## config.mk

```make
export PLATFORM = sky130hd
export DESIGN_NAME = cmp_polar
export DESIGN_NICKNAME = d
export VERILOG_FILES = /design/src/rtl/cmp_pkg.sv /design/src/rtl/cmp_fold.sv /design/src/rtl/cmp_iter.sv /design/src/rtl/cmp_unfold.sv /design/src/rtl/cmp_polar.sv
export SDC_FILE = /design/constraint.sdc
export NUM_CORES = 2
export LEC_CHECK = 0
export BUFFER_PORTS_ARGS = -buffer_cell sky130_fd_sc_hd__clkbuf_2
export CAP_MARGIN = 0
export CORE_MARGIN = 4
export CORE_UTILIZATION = 65
export DETAILED_ROUTE_END_ITERATION = 8
export GPL_TIMING_DRIVEN = 0
export PLACE_DENSITY_LB_ADDON = 0.12
export SETUP_SLACK_MARGIN = 0.1
export SLEW_MARGIN = 25
export SYNTH_ARGS = -nofsm -noshare
export SYNTH_HDL_FRONTEND = slang
export SYNTH_SLANG_ARGS = --single-unit
```

## constraint.sdc

```tcl
create_clock -name clk -period 7.82 [get_ports clk]
set_clock_uncertainty 0.05 [all_clocks]
set_input_delay 1.173 -clock clk [delete_from_list [all_inputs] [get_ports clk]]
set_output_delay 1.173 -clock clk [all_outputs]
set_load 0.005 [all_outputs]
```

## src/rtl/cmp_pkg.sv

```systemverilog
package cmp_pkg;

    localparam longint PI_Q30    = 64'sd3373259426;
    localparam longint INVPI_Q30 = 64'sd341782638;

    typedef struct packed {
        logic nx;   // real part was negative
        logic ny;   // imaginary part was negative
        logic sw;   // |re| <= |im|, operands swapped
    } fold_flags_t;

    // atan(2^-i) in Q32 by its odd power series (i >= 1)
    function automatic longint atan_q32(input int i);
        longint acc;
        longint term;
        int sh;
        acc = 0;
        for (int k = 1; k < 64; k += 2) begin
            sh = 32 - k * i;
            if (sh >= 0) begin
                term = (longint'(1) << sh) / k;
                if (((k - 1) / 2) % 2 == 0) acc = acc + term;
                else acc = acc - term;
            end
        end
        return acc;
    endfunction

    // rotation step in angle units with zf fraction bits
    function automatic longint angle_step(input int i, input int zf, input bit rad);
        longint a;
        a = atan_q32(i);
        if (rad) return (a + (longint'(1) << (31 - zf))) >>> (32 - zf);
        return (a * INVPI_Q30 + (longint'(1) << (61 - zf))) >>> (62 - zf);
    endfunction

    function automatic longint pi_units(input int zf, input bit rad);
        if (rad) return (PI_Q30 + (longint'(1) << (29 - zf))) >>> (30 - zf);
        return longint'(1) << zf;
    endfunction

    // 1 / prod sqrt(1 + 2^-2i), i = 1..n, rounded to cf fraction bits
    function automatic longint inv_gain(input int n, input int cf);
        longint a;
        longint r;
        longint t;
        a = longint'(1) << 30;
        for (int i = 1; i <= n; i++) a = a + (a >>> (2 * i));
        r = 64'sd923417968;
        for (int it = 0; it < 8; it++) begin
            t = (a * r) >>> 30;
            t = (t * r) >>> 30;
            r = (r * ((longint'(3) << 30) - t)) >>> 31;
        end
        return (r + (longint'(1) << (29 - cf))) >>> (30 - cf);
    endfunction

    // canonical signed digit recoding: mask of +1 or -1 digits
    function automatic longint csd_mask(input longint value, input bit want_neg);
        longint m;
        longint v;
        m = 0;
        v = value;
        for (int b = 0; b < 62; b++) begin
            if (v[0]) begin
                if (v[1]) begin
                    if (want_neg) m = m | (longint'(1) << b);
                    v = v + 1;
                end else begin
                    if (!want_neg) m = m | (longint'(1) << b);
                    v = v - 1;
                end
            end
            v = v >>> 1;
        end
        return m;
    endfunction

endpackage

```

## src/rtl/cmp_fold.sv

```systemverilog
module cmp_fold #(
    parameter int WL = 16,
    parameter int IW = 22,
    parameter int G  = 4
) (
    input  logic                     clk,
    input  logic                     rst_n,
    input  logic                     valid_i,
    input  logic signed [WL-1:0]     re_i,
    input  logic signed [WL-1:0]     im_i,
    output logic                     valid_o,
    output cmp_pkg::fold_flags_t     flags_o,
    output logic signed [IW-1:0]     x_o,
    output logic signed [IW-1:0]     y_o
);
    typedef struct packed {
        logic                 v;
        cmp_pkg::fold_flags_t f;
        logic signed [IW-1:0] x;
        logic signed [IW-1:0] y;
    } st_t;

    st_t st_d, st_q;
    logic signed [IW-1:0] sre, sim, are, aim;

    always_comb begin
        sre = {{(IW-WL){re_i[WL-1]}}, re_i};
        sim = {{(IW-WL){im_i[WL-1]}}, im_i};
        are = re_i[WL-1] ? -sre : sre;
        aim = im_i[WL-1] ? -sim : sim;
        st_d.v    = valid_i;
        st_d.f.nx = re_i[WL-1];
        st_d.f.ny = im_i[WL-1];
        st_d.f.sw = !(are > aim);
        st_d.x    = (st_d.f.sw ? aim : are) <<< G;
        st_d.y    = (st_d.f.sw ? are : aim) <<< G;
    end

    always_ff @(posedge clk or negedge rst_n) begin
        if (!rst_n) st_q <= '0;
        else        st_q <= st_d;
    end

    assign valid_o = st_q.v;
    assign flags_o = st_q.f;
    assign x_o     = st_q.x;
    assign y_o     = st_q.y;

    // folded operand lies in the first half-quadrant
    a_r1_folded_order: assert property (@(posedge clk) disable iff (!rst_n)
        valid_o |-> (y_o >= 0 && y_o <= x_o));

endmodule

```

## src/rtl/cmp_iter.sv

```systemverilog
module cmp_iter #(
    parameter int IW    = 22,
    parameter int ZW    = 23,
    parameter int SHIFT = 1,
    parameter logic signed [ZW-1:0] STEP = '0
) (
    input  logic                     clk,
    input  logic                     rst_n,
    input  logic                     valid_i,
    input  cmp_pkg::fold_flags_t     flags_i,
    input  logic signed [IW-1:0]     x_i,
    input  logic signed [IW-1:0]     y_i,
    input  logic signed [ZW-1:0]     z_i,
    output logic                     valid_o,
    output cmp_pkg::fold_flags_t     flags_o,
    output logic signed [IW-1:0]     x_o,
    output logic signed [IW-1:0]     y_o,
    output logic signed [ZW-1:0]     z_o
);
    typedef struct packed {
        logic                 v;
        cmp_pkg::fold_flags_t f;
        logic signed [IW-1:0] x;
        logic signed [IW-1:0] y;
        logic signed [ZW-1:0] z;
    } st_t;

    st_t st_d, st_q;

    always_comb begin
        st_d.v = valid_i;
        st_d.f = flags_i;
        if (!y_i[IW-1]) begin
            st_d.x = x_i + (y_i >>> SHIFT);
            st_d.y = y_i - (x_i >>> SHIFT);
            st_d.z = z_i + STEP;
        end else begin
            st_d.x = x_i - (y_i >>> SHIFT);
            st_d.y = y_i + (x_i >>> SHIFT);
            st_d.z = z_i - STEP;
        end
    end

    always_ff @(posedge clk or negedge rst_n) begin
        if (!rst_n) st_q <= '0;
        else        st_q <= st_d;
    end

    assign valid_o = st_q.v;
    assign flags_o = st_q.f;
    assign x_o     = st_q.x;
    assign y_o     = st_q.y;
    assign z_o     = st_q.z;

    // a vectoring micro-rotation never shortens x
    a_r2_x_grows: assert property (@(posedge clk) disable iff (!rst_n)
        valid_i |=> (x_o >= $past(x_i)));

endmodule

```

## src/rtl/cmp_unfold.sv

```systemverilog
module cmp_unfold #(
    parameter int WL        = 16,
    parameter int IW        = 22,
    parameter int ZW        = 23,
    parameter int ZF        = 22,
    parameter int G         = 4,
    parameter int N         = 15,
    parameter int CF        = 20,
    parameter bit RAD       = 1'b0,
    parameter bit GAIN_COMP = 1'b1
) (
    input  logic                     clk,
    input  logic                     rst_n,
    input  logic                     valid_i,
    input  cmp_pkg::fold_flags_t     flags_i,
    input  logic signed [IW-1:0]     x_i,
    input  logic signed [ZW-1:0]     z_i,
    output logic                     valid_o,
    output logic [WL:0]              mag_o,
    output logic [WL+2:0]            ang_o
);
    localparam logic [ZW-1:0] PI_Z   = ZW'(cmp_pkg::pi_units(ZF, RAD));
    localparam logic [ZW-1:0] HALF_Z = PI_Z >> 1;
    localparam int            PW     = IW + CF + 2;

    typedef struct packed {
        logic                 v;
        cmp_pkg::fold_flags_t f;
        logic signed [IW-1:0] mag;
        logic [ZW-1:0]        ang;
    } sa_t;

    typedef struct packed {
        logic          v;
        logic [WL:0]   mag;
        logic [WL+2:0] ang;
    } sb_t;

    sa_t sa_d, sa_q;
    sb_t sb_d, sb_q;
    logic signed [IW-1:0] scaled;
    logic [ZW-1:0] quad, rang;
    logic [IW-1:0] rmag;

    if (GAIN_COMP) begin : g_gain
        localparam longint        KQ = cmp_pkg::inv_gain(N, CF);
        localparam logic [63:0]   PM = 64'(cmp_pkg::csd_mask(KQ, 1'b0));
        localparam logic [63:0]   NM = 64'(cmp_pkg::csd_mask(KQ, 1'b1));
        logic signed [PW-1:0] xe, acc;
        always_comb begin
            xe = {{(PW-IW){x_i[IW-1]}}, x_i};
            acc = '0;
            acc[CF-1] = 1'b1;
            for (int b = 0; b <= CF + 1; b++) begin
                if (PM[b]) acc = acc + (xe <<< b);
                if (NM[b]) acc = acc - (xe <<< b);
            end
        end
        assign scaled = acc[CF+IW-1:CF];
    end else begin : g_raw
        assign scaled = x_i;
    end

    // stage A: octant correction and gain removal
    always_comb begin
        sa_d.v   = valid_i;
        sa_d.f   = flags_i;
        sa_d.mag = scaled;
        sa_d.ang = flags_i.sw ? (HALF_Z - z_i) : z_i;
    end

    // stage B: quadrant correction and rounding
    always_comb begin
        case ({sa_q.f.nx, sa_q.f.ny})
            2'b11:   quad = sa_q.ang - PI_Z;
            2'b10:   quad = PI_Z - sa_q.ang;
            2'b01:   quad = -sa_q.ang;
            default: quad = sa_q.ang;
        endcase
        rang = quad + ZW'(1 << (G - 1));
        rmag = sa_q.mag + IW'(1 << (G - 1));
        sb_d.v   = sa_q.v;
        sb_d.ang = rang[ZW-1:G];
        sb_d.mag = rmag[WL+G:G];
    end

    always_ff @(posedge clk or negedge rst_n) begin
        if (!rst_n) begin
            sa_q <= '0;
            sb_q <= '0;
        end else begin
            sa_q <= sa_d;
            sb_q <= sb_d;
        end
    end

    assign valid_o = sb_q.v;
    assign mag_o   = sb_q.mag;
    assign ang_o   = sb_q.ang;

endmodule

```

## src/rtl/cmp_polar.sv

```systemverilog
module cmp_polar #(
    parameter int WL            = 16,
    parameter int NITER         = WL - 1,
    parameter int GUARD         = 4,
    parameter bit ANGLE_RADIANS = 1'b0,
    parameter bit GAIN_COMP     = 1'b1
) (
    input  logic                 clk,
    input  logic                 rst_n,
    input  logic                 valid_in,
    input  logic signed [WL-1:0] re_in,
    input  logic signed [WL-1:0] im_in,
    output logic                 valid_out,
    output logic [WL:0]          magnitude,
    output logic [WL+2:0]        angle
);
    localparam int LAT = NITER + 4;
    localparam int IW  = WL + GUARD + 2;
    localparam int ZW  = WL + 3 + GUARD;
    localparam int ZF  = (ANGLE_RADIANS ? WL : WL + 2) + GUARD;
    localparam int CF  = WL + 4;
    localparam int CW  = $clog2(LAT + 2) + 1;

    typedef struct packed {
        logic                 v;
        logic signed [WL-1:0] re;
        logic signed [WL-1:0] im;
        logic [CW-1:0]        infl;
    } top_t;

    top_t tp_d, tp_q;

    logic                 vs [0:NITER];
    cmp_pkg::fold_flags_t fs [0:NITER];
    logic signed [IW-1:0] xs [0:NITER];
    logic signed [IW-1:0] ys [0:NITER];
    logic signed [ZW-1:0] zs [0:NITER];

    always_comb begin
        tp_d.v    = valid_in;
        tp_d.re   = re_in;
        tp_d.im   = im_in;
        tp_d.infl = tp_q.infl + CW'(valid_in) - CW'(valid_out);
    end

    always_ff @(posedge clk or negedge rst_n) begin
        if (!rst_n) tp_q <= '0;
        else        tp_q <= tp_d;
    end

    cmp_fold #(.WL(WL), .IW(IW), .G(GUARD)) u_fold (
        .clk(clk), .rst_n(rst_n), .valid_i(tp_q.v), .re_i(tp_q.re), .im_i(tp_q.im),
        .valid_o(vs[0]), .flags_o(fs[0]), .x_o(xs[0]), .y_o(ys[0])
    );
    assign zs[0] = '0;

    for (genvar i = 1; i <= NITER; i++) begin : g_iter
        localparam logic signed [ZW-1:0] STP =
            ZW'(cmp_pkg::angle_step(i, ZF, ANGLE_RADIANS));
        cmp_iter #(.IW(IW), .ZW(ZW), .SHIFT(i), .STEP(STP)) u_it (
            .clk(clk), .rst_n(rst_n),
            .valid_i(vs[i-1]), .flags_i(fs[i-1]),
            .x_i(xs[i-1]), .y_i(ys[i-1]), .z_i(zs[i-1]),
            .valid_o(vs[i]), .flags_o(fs[i]),
            .x_o(xs[i]), .y_o(ys[i]), .z_o(zs[i])
        );
    end

    cmp_unfold #(.WL(WL), .IW(IW), .ZW(ZW), .ZF(ZF), .G(GUARD), .N(NITER), .CF(CF),
                 .RAD(ANGLE_RADIANS), .GAIN_COMP(GAIN_COMP)) u_unfold (
        .clk(clk), .rst_n(rst_n),
        .valid_i(vs[NITER]), .flags_i(fs[NITER]), .x_i(xs[NITER]), .z_i(zs[NITER]),
        .valid_o(valid_out), .mag_o(magnitude), .ang_o(angle)
    );

    // the length is never negative
    a_r4_mag_nonneg: assert property (@(posedge clk) disable iff (!rst_n)
        valid_out |-> !magnitude[WL]);

    // no more samples in flight than the pipeline holds
    a_r3_inflight_bound: assert property (@(posedge clk) disable iff (!rst_n)
        tp_q.infl <= CW'(LAT + 1));

    // an output strobe always has an accepted input behind it
    a_r11_out_has_source: assert property (@(posedge clk) disable iff (!rst_n)
        valid_out |-> (tp_q.infl != '0));

endmodule

```

==> results.json <==
{
  "worst_pin_slew_ns": 1.120,
  "wl_met2_um": 93130,
  "critPathMaxStageDelay_ns": 0.55,
  "wl_um": 201400,
  "arrival_ns": 8.04,
  "yosys.area.top_type": "dfrtp_1",
  "rows": 133,
  "synth_seq_area_share_pct": 33.55,
  "slew_headroom_pct": 25.35,
  "timing.fmax_mhz": 134.2,
  "cts_tree": "built",
  "crit_required_ns": 8.41,
  "fin_crit_ns": 7.451,
  "synth_top_area_share_pct": 33.55,
  "async_flop_share_pct": 100.0,
  "cp-end-kind": "register",
  "routed.top_layer": "met5",
  "cts-root-buf": "clkbuf_16",
  "slew_violations": 0,
  "fin_area_um2": 94040,
  "placed_area_um2": 89110,
  "clk_pin_slew_ns": 0.05,
  "cts_buffers": 132,
  "dr.pass1.iters": 6,
  "ys_types": 99,
  "yosysWarningCount": 0,
  "finalHoldViolCount": 0,
  "drt_iter0_markers": 4636,
  "grt_overflow": 0,
  "synth_ff_type": "dfrtp_1",
  "fin_setup_tns_ns": 0,
  "routed_via_density": 5.988,
  "antennaDiodeCount": 0,
  "hold_buffers": 0,
  "synth_edf_count": 0,
  "wl_met1_um": 90480,
  "drc": 0,
  "post-place-ws_ns": -0.8103,
  "rsz0062_at_grt": "false",
  "antenna_left": 0,
  "cts_buffer_depth": 3,
  "syn_inst": 9167,
  "yosys.area_share.simple_pct": 14.51,
  "muxShareOfSynthArea_pct": 1.122,
  "r2r_cells": 27,
  "status": "complete, no violations",
  "fp.dieH_um": 371.9,
  "die_x_um": 371.9,
  "area_delta_synth_final_pct": 9.266,
  "critPathKind": "reg -> reg",
  "hold_class": "in -> async",
  "critical_path.top_delay_family": "compound AO/OA/AOI/OAI gates",
  "nNetsFinal": 10680,
  "synth_area_um2": 86070,
  "critPathSlowestCell": "fa_1",
  "routed-wl-met3_um": 11150,
  "netlist_top_cells_area": "dfrtp_1 34%, ha_1 15%, xnor2_1 8.2%",
  "avgSynthCellArea_um2": 9.389,
  "dpl.hpwl_um": 158500,
  "htree_levels": 4,
  "cp-start-kind": "register",
  "synth_compound_area_share_pct": 16.51,
  "min_period_over_period_pct": 95.28,
  "start_util_pct": 65.47,
  "n_fill_cell": 9914,
  "core_um2": 131500,
  "ys_seq_elements": 1154,
  "antenna_found_initial": 3,
  "rr_startpoint": "g_iter[15].u_it.x_o[2]",
  "synth_fa_ha_area_share_pct": 19.06,
  "cts.sinks": 1154,
  "maxCapViolations": 0,
  "grt_pass1_vias": 65530,
  "io_pins": 72,
  "synth_top_family_by_area": "adder cells",
  "crit_path_max_fanout": 6,
  "final_layout_size_suffix_gt1_share_pct": 5.192,
  "port_buffers": 71,
  "synth_xor_area_share_pct": 12.01,
  "final_util_pct": 71.54,
  "r2r-end": "u_unfold.sa_q[41]",
  "vias": 67590,
  "r2r_setup_slack_ns": 0.37,
  "clk_latency_ns": 0.78,
  "dieArea_um2": 138300,
  "track_usage_pct": 29.00,
  "grt_pass1_wl_um": 328700,
  "setup_viol": 0,
  "grt_max_degree": 93,
  "wl_per_cell_um": 17.84,
  "setup_slack_ns": 0.3690,
  "cp.buffers_inverters": 4,
  "gp_congestion": 0.9321
}
==> stage by stage <==
stage / hold WS [ns] / instances
after floorplan: 0.2812 / 9182
after global placement: 0.2825 / 11010
after detailed placement: 0.2847 / 11020
after CTS: 0.2082 / 11260
after global routing: 0.2422 / 11290
final: 0.2541 / 11290
==> cells in the mapped netlist (24+ instances only) <==
library cell and n:
dfrtp_1 1154, ha_1 1060, xnor2_1 803, nor2_1 794
a21oi_1 752, inv_1 614, nand2_1 457, o21ai_0 385
xor2_1 377, nor3_1 340, a21o_1 237, nand3_1 193
fa_1 157, and3_1 154, nor2b_1 143, o21a_1 136
nand2b_1 118, a211oi_1 89, clkbuf_1 85, or3_1 85
a31oi_1 80, o21bai_1 77, mux2i_1 65, o31ai_1 54
nor4_1 51, o211ai_1 46, o41ai_1 44, nand4_1 42
or2_2 38, and2_1 36, nor3b_1 35, a211o_1 34
buf_1 28, mux2_2 28, a2111oi_0 26, a21boi_0 24
==> cell families (layout without fill, tap and decap cells) <==
logic type | count (synthesis) | in the layout
adder cells (fa/ha/maj) | 1217 | 1217
other | 2 | 17
flip-flops | 1154 | 1154
XOR/XNOR | 1180 | 1180
AO/OA/AOI/OAI | 2219 | 2219
buffers and inverters | 734 | 1085
multiplexers | 93 | 93
AND/OR/NAND/NOR | 2568 | 2568
==> final cells by class <==
type | instances | area (um^2) | share of cell area [%]
Multi-Input combinational cell | 7294 | 54660 | 58.12
Tap cell | 1755 | 2196 | 2.335
Timing Repair Buffer | 117 | 1010 | 1.074
Buffer | 118 | 470.5 | 0.5002
Sequential cell | 1154 | 28890 | 30.72
Clock inverter | 53 | 686.9 | 0.7304
Clock buffer | 182 | 3797 | 4.038
Inverter | 615 | 2335 | 2.483
==> how the worst max path moves through the flow <==
stage                           start                     end  slack, ns  cells after the start
5_1_grt        g_iter[15].u_it.x_o[2]       u_unfold.sa_q[41]       0.06                     27
6_report       g_iter[15].u_it.x_o[2]       u_unfold.sa_q[41]       0.37                     27
2_1_floorplan  g_iter[15].u_it.x_o[1]       u_unfold.sa_q[41]       0.67                     27
4_1_cts        g_iter[15].u_it.x_o[2]       u_unfold.sa_q[37]       0.09                     28
3_3_place_gp                    rst_n  g_iter[4].u_it.x_o[11]     -20.83                      1
3_5_place_dp   g_iter[15].u_it.x_o[1]       u_unfold.sa_q[37]      -0.81                     28
==> repair_timing <==
action	CTS	global route
resized for setup	19	29
endpoints found under the setup margin	14	13
setup buffers	6	25
pin swaps	1	8
==> per-layer routing <==
metal | GRT usage, % | vias up
met5 | 0 | -
li1 | - | 32990
met2 | 47.12 | 1697
met3 | 4.352 | 339
met4 | 9.548 | 2
met1 | 40.05 | 32560
==> sequential cells by signal, indices dropped and copies added, names as in the netlist <==
register / count
g_iter.u_it.x_o: 326
u_unfold.sa_q: 44
g_iter.u_it.y_o: 289
g_iter.u_it.valid_o: 15
u_unfold.valid_o: 1
u_fold.flags_o: 3
u_fold.valid_o: 1
u_unfold.mag_o: 17
g_iter.u_it.z_o: 325
tp_q: 33
u_fold.x_o: 18
u_unfold.ang_o: 19
g_iter.u_it.flags_o: 45
u_fold.y_o: 18
==> cells in the final DEF, fill, tap and decap left out, types with 338 or more instances in the layout <==
cell type	synthesis	layout
dfrtp_1	1154	1143
ha_1	1060	1056
xnor2_1	803	802
nor2_1	794	794
a21oi_1	752	751
inv_1	614	607
nand2_1	457	457
o21ai_0	385	379
xor2_1	377	376
nor3_1	340	338
Power is not shown: default switching activity piles up to over one toggle a cycle in this logic, so the estimate is an artifact.
